<file path="src/rtl/tio_pkg.sv">
package tio_pkg;

    typedef enum logic [1:0] {
        OM_INPUT  = 2'b00,
        OM_RSVD   = 2'b01,
        OM_PULSE  = 2'b10,
        OM_TOGGLE = 2'b11
    } out_mode_e;

    typedef enum logic [1:0] {
        ES_INT0 = 2'b00,
        ES_INT1 = 2'b01,
        ES_INT2 = 2'b10,
        ES_PIN  = 2'b11
    } evt_sel_e;

    typedef enum logic [1:0] {
        WS_CTRL    = 2'b00,
        WS_PRELOAD = 2'b01,
        WS_COUNT   = 2'b10,
        WS_NONE    = 2'b11
    } wr_sel_e;

    typedef struct packed {
        logic      en;
        out_mode_e mode;
        evt_sel_e  esel;
    } tmr_ctrl_t;

    localparam int CTRL_W   = 5;
    localparam int EN_BIT   = 0;
    localparam int MODE_LSB = 1;
    localparam int ESEL_LSB = 3;

    localparam tmr_ctrl_t CTRL_RESET = '{en: 1'b0, mode: OM_INPUT, esel: ES_INT0};

    function automatic tmr_ctrl_t unpack_ctrl(input logic [CTRL_W-1:0] raw);
        tmr_ctrl_t c;
        c.en   = raw[EN_BIT];
        c.mode = out_mode_e'(raw[MODE_LSB +: 2]);
        c.esel = evt_sel_e'(raw[ESEL_LSB +: 2]);
        return c;
    endfunction

    function automatic logic mode_drives(input out_mode_e m);
        return (m == OM_PULSE) || (m == OM_TOGGLE);
    endfunction

endpackage

</file>
<file path="src/rtl/tio_evt_sync.sv">
module tio_evt_sync #(
    parameter int STAGES = 2
) (
    input  logic clk,
    input  logic rst,
    input  logic pin_in,
    output logic rise
);
    logic [STAGES-1:0] sync_q;
    logic              last_q;

    always_ff @(posedge clk) begin
        if (rst) begin
            sync_q <= '0;
            last_q <= 1'b0;
        end else begin
            sync_q <= {sync_q[STAGES-2:0], pin_in};
            last_q <= sync_q[STAGES-1];
        end
    end

    assign rise = sync_q[STAGES-1] & ~last_q;
endmodule

</file>
<file path="src/rtl/tio_down_counter.sv">
module tio_down_counter
    import tio_pkg::*;
#(
    parameter int CNT_W = 16
) (
    input  logic             clk,
    input  logic             rst,
    input  logic             ld_ctrl,
    input  logic             ld_pre,
    input  logic             ld_cnt,
    input  logic [CNT_W-1:0] wdata,
    input  logic             ext_rise,
    output out_mode_e        mode,
    output logic             zero_hit,
    output logic             en_start
);
    tmr_ctrl_t        ctrl_q;
    tmr_ctrl_t        ctrl_new;
    logic [CNT_W-1:0] cnt_q;
    logic [CNT_W-1:0] pre_q;
    logic             tick;
    logic             at_end;

    assign ctrl_new = unpack_ctrl(wdata[CTRL_W-1:0]);
    assign tick     = ctrl_q.en && ((ctrl_q.esel == ES_PIN) ? ext_rise : 1'b1);
    assign at_end   = (cnt_q <= CNT_W'(1));
    assign zero_hit = tick && at_end && !ld_cnt;
    assign en_start = ld_ctrl && ctrl_new.en && !ctrl_q.en && mode_drives(ctrl_new.mode);
    assign mode     = ctrl_q.mode;

    always_ff @(posedge clk) begin
        if (rst) begin
            ctrl_q <= CTRL_RESET;
            cnt_q  <= '0;
            pre_q  <= '0;
        end else begin
            if (ld_ctrl) ctrl_q <= ctrl_new;
            if (ld_pre)  pre_q  <= wdata;
            if (ld_cnt)        cnt_q <= wdata;
            else if (zero_hit) cnt_q <= pre_q;
            else if (tick)     cnt_q <= cnt_q - CNT_W'(1);
        end
    end
endmodule

</file>
<file path="src/rtl/tio_pin_ctrl.sv">
module tio_pin_ctrl #(
    parameter int N_TMR = 3
) (
    input  logic             clk,
    input  logic             rst,
    input  logic [N_TMR-1:0] hit,
    input  logic [N_TMR-1:0] pulse_sel,
    input  logic [N_TMR-1:0] tog_sel,
    input  logic [N_TMR-1:0] start,
    output logic             pin_q,
    output logic             pulse_hit,
    output logic             tog_hit,
    output logic             start_any,
    output logic             pulse_pend
);
    assign pulse_hit = |(hit & pulse_sel);
    assign tog_hit   = |(hit & tog_sel);
    assign start_any = |start;

    always_ff @(posedge clk) begin
        if (rst) begin
            pin_q      <= 1'b0;
            pulse_pend <= 1'b0;
        end else if (start_any) begin
            pin_q      <= 1'b0;
            pulse_pend <= 1'b0;
        end else if (tog_hit) begin
            pin_q      <= ~pin_q;
            pulse_pend <= 1'b0;
        end else if (pulse_hit) begin
            pin_q      <= 1'b1;
            pulse_pend <= 1'b1;
        end else if (pulse_pend) begin
            pin_q      <= 1'b0;
            pulse_pend <= 1'b0;
        end
    end
endmodule

</file>
<file path="src/rtl/tio_share_timers.sv">
module tio_share_timers
    import tio_pkg::*;
#(
    parameter int N_TMR  = 3,
    parameter int CNT_W  = 16,
    parameter int SYNC_N = 2,
    localparam int TSEL_W = (N_TMR > 1) ? $clog2(N_TMR) : 1
) (
    input  logic              clk,
    input  logic              rst,
    input  logic              wr_en,
    input  logic [TSEL_W-1:0] wr_tmr,
    input  logic [1:0]        wr_sel,
    input  logic [CNT_W-1:0]  wr_data,
    input  logic              pin_in,
    output logic              pin_out,
    output logic              pin_oe
);
    logic             ext_rise;
    logic [N_TMR-1:0] hit;
    logic [N_TMR-1:0] start;
    logic [N_TMR-1:0] pulse_sel;
    logic [N_TMR-1:0] tog_sel;
    logic             pulse_hit;
    logic             tog_hit;
    logic             start_any;
    logic             pulse_pend;
    wr_sel_e          wsel;

    assign wsel = wr_sel_e'(wr_sel);

    tio_evt_sync #(.STAGES(SYNC_N)) u_sync (
        .clk    (clk),
        .rst    (rst),
        .pin_in (pin_in),
        .rise   (ext_rise)
    );

    for (genvar i = 0; i < N_TMR; i++) begin : g_tmr
        logic      sel_me;
        out_mode_e mode_i;

        assign sel_me = wr_en && (wr_tmr == TSEL_W'(i));

        tio_down_counter #(.CNT_W(CNT_W)) u_cnt (
            .clk      (clk),
            .rst      (rst),
            .ld_ctrl  (sel_me && (wsel == WS_CTRL)),
            .ld_pre   (sel_me && (wsel == WS_PRELOAD)),
            .ld_cnt   (sel_me && (wsel == WS_COUNT)),
            .wdata    (wr_data),
            .ext_rise (ext_rise),
            .mode     (mode_i),
            .zero_hit (hit[i]),
            .en_start (start[i])
        );

        assign pulse_sel[i] = (mode_i == OM_PULSE);
        assign tog_sel[i]   = (mode_i == OM_TOGGLE);
    end

    tio_pin_ctrl #(.N_TMR(N_TMR)) u_pin (
        .clk        (clk),
        .rst        (rst),
        .hit        (hit),
        .pulse_sel  (pulse_sel),
        .tog_sel    (tog_sel),
        .start      (start),
        .pin_q      (pin_out),
        .pulse_hit  (pulse_hit),
        .tog_hit    (tog_hit),
        .start_any  (start_any),
        .pulse_pend (pulse_pend)
    );

    assign pin_oe = |(pulse_sel | tog_sel);
endmodule

</file>
<file path="config.mk">
export PLATFORM = sky130hd
export DESIGN_NAME = tio_share_timers
export DESIGN_NICKNAME = d
export VERILOG_FILES = /design/src/rtl/tio_pkg.sv /design/src/rtl/tio_evt_sync.sv /design/src/rtl/tio_down_counter.sv /design/src/rtl/tio_pin_ctrl.sv /design/src/rtl/tio_share_timers.sv
export SDC_FILE = /design/constraint.sdc
export NUM_CORES = 1
export LEC_CHECK = 0
export BUFFER_PORTS_ARGS = -buffer_cell sky130_fd_sc_hd__buf_2
export CORE_ASPECT_RATIO = 1.25
export CORE_MARGIN = 2
export CORE_UTILIZATION = 53
export CTS_CLUSTER_DIAMETER = 150
export DETAILED_ROUTE_END_ITERATION = 10
export PLACE_DENSITY = 0.7
export SYNTH_ARGS = -nofsm -noshare
export SYNTH_HDL_FRONTEND = slang
export SYNTH_HIERARCHICAL = 1
export SYNTH_SLANG_ARGS = --single-unit
</file>
<file path="constraint.sdc">
create_clock -name clk -period 3 [get_ports clk]
set_input_delay 0 -clock clk [delete_from_list [all_inputs] [get_ports clk]]
set_output_delay 0 -clock clk [all_outputs]
set_load 0.01 [all_outputs]
</file>
==> impl_metrics.toml <==
[status]
status = "completed"

[grt]
grt_pass1_vias = 5102
grt.total_usage = 0.262
antenna_found_initial = 0
grt_pass1_wl_um = 25900
grt_start_max_net_pins = 82
grt-ovfl-total = 0

[timing]
post-route-period-util = 0.846
timing.hold.ws_ns = 0.0176
rsz0062_at_grt = "no"
finalClockSkew_ns = 0.00489
fmax_mhz = 394
fin_crit_ns = 2.54
slew_viol_final = 0
maxSlewHeadroom = 0.418
setup-tns-final_ns = 0
worst_pin_slew_ns = 0.872
setup_viol = 0
hold_viol = 0

[setup_path]
slowest_delay_ns = 0.70
reg2regPathDepth = 7
critPathRequiredTime_ns = 3.33
critPathMaxFanout = 9
path_depth = 7
crit_chain = "nor4_4 > nand4_4 > or4_1 > inv_1 > a22oi_1 > and4_1 > a211oi_2"
arrival_ns = 2.87
slowest_stage = "or4_1"
reg2reg_to = "u_pin/pin_q"
r2r-start = "g_tmr[1].u_cnt/cnt_q[2]"
critPathKind = "reg2reg"
critPathLaunchType = "flip-flop"
path_buf_inv = 1
endpoint_kind = "flip-flop"
reg2reg_slack_ns = 0.46
cp_top_family = "simple AND/OR/NAND/NOR gates"

[logic_synthesis]
syn_avg_cell_area_sq_um = 9.04
yosysWarnings = 6
synth_nets = 711
synthCells = 681
syn_area_sq_um = 6160

[routing]
vias = 5130
drc_errors = 0
post_drt_wl_per_cell_um = 18.6
viasPerCell = 6.11
ant_nets = 0
drt_pass1_iterations = 5
first_iter_violations = 342
totalWireLength_um = 15600

[floorplanning]
initial_core_util = 0.538
dieWidth_um = 100
die_area_sq_um = 12500
io_pins = 26
num_rows = 44
core_sq_um = 11500
fp.dieH_um = 125

[final_layout]
diodes = 0
drive_gt1_frac = 0.144
nNetsFinal = 719
fillers = 1025
area_delta_synth_final_pct = 12.7

[cts]
cts_max_level = 4
cts.sinks = 116
cts.repair.resized = 0
root_buffer = "clkbuf_16"
cts_buffers = 17
clockBufferDepth = 2
worst_skew_pair.late_latency_ns = 0.41
clkTransAtPathRegs_ns = 0.05
cts_tree = "done"

[hold_path]
hold_depth = 3
min_to = "g_tmr[1].u_cnt/pre_q[5]"
hold_path.class = "in2reg"
min-delay-start = "wr_data[5]"

[pwr]
power_leakage_nw = 2.53
powerDensity_nw_per_um2 = 600
ir_drop_uv = 342
p_seq_frac = 0.383
clkPwrFrac = 0.483
intPower_w = 0.00311
p_sw_frac = 0.254
p_comb_frac = 0.134
power_w = 0.00416
switching_power_w = 0.00106

[placed_design]
gp_congestion = 0.918
port_buffers = 25
dp_hpwl_um = 10600

[run]
drv_cap = 0
layer usage:
layer | up-vias | global-route usage | part of all wire
met3 | 22 | 0.0471 | 0.040
met4 | 0 | 0.0886 | 0.021
met2 | 130 | 0.446 | 0.51
met5 | - | 0 | 0
met1 | 2465 | 0.330 | 0.43
li1 | 2513 | - | -
worst max-delay path by stage:
stage	to	start
6_report	u_pin/pin_q	g_tmr[1].u_cnt/cnt_q[2]
5_1_grt	u_pin/pin_q	g_tmr[2].u_cnt/cnt_q[11]
4_1_cts	u_pin/pin_q	g_tmr[1].u_cnt/cnt_q[2]
3_5_place_dp	u_pin/pin_q	g_tmr[1].u_cnt/cnt_q[2]
3_3_place_gp	u_pin/pin_q	g_tmr[1].u_cnt/cnt_q[2]
2_1_floorplan	u_pin/pin_q	g_tmr[1].u_cnt/cnt_q[2]
placed cells by master (no fill, tap or decap), types with 11 or more instances in the layout:
cell type and n:
dfxtp_1 116, nor2_1 109, mux2i_1 72, a22oi_1 45
o21ai_1 28, buf_2 24, o22ai_1 20, xor2_1 18
clkbuf_16 17, nand2_1 17, nor3_1 16, buf_4 11
per-stage QoR:
step	instances	setup WS (ns)	instance area (sq um)	utilization
floorplan	681	0.722	6160	-
global placement	798	0.567	6240	0.545
detailed placement	798	0.497	6240	0.545
CTS	840	0.482	6940	0.606
global route	840	0.267	6940	0.606
finish	840	0.463	6940	0.606
worst min-delay path, delay by kind of cell:
kind          cells  cell delay, ns
mux               1            0.15
simple gates      1            0.05
buf+inv           1            0.17
state kept, by name, indices dropped and copies added, names as in the netlist:
name,count
g_tmr.u_cnt/cnt_q,48
g_tmr.u_cnt/ctrl_q,9
g_tmr.u_cnt/mode,6
g_tmr.u_cnt/pre_q,48
u_pin/pin_q,1
u_pin/pulse_pend,1
u_sync/last_q,1
u_sync/sync_q,2
power by group through the flow:
stage	Combinational [W]	Clock (W)	Sequential (W)
5_1_grt	0.000614	0.00211	0.00160
3_5_place_dp	0.000540	0	0.00163
2_1_floorplan	0.000420	0	0.00162
3_3_place_gp	0.000533	0	0.00162
4_1_cts	0.000555	0.00204	0.00159
6_report	0.000557	0.00201	0.00159
layout make-up:
cell class | count | area [sq um] | area share
clock inverters | 9 | 100 | 0.0144
clock buffers | 23 | 498 | 0.0718
multi-input cells | 500 | 3510 | 0.506
flip-flops and latches | 116 | 2320 | 0.335
inverters | 9 | 33.8 | 0.00487
well taps | 138 | 173 | 0.0249
repair buffers | 45 | 303 | 0.0436
repair_timing:
action                    in CTS  in global routing
hold endpoints to repair      30                  0
buffers inserted               0                  0
hold buffers                  10                  0
(Power assumes the default switching activity.)
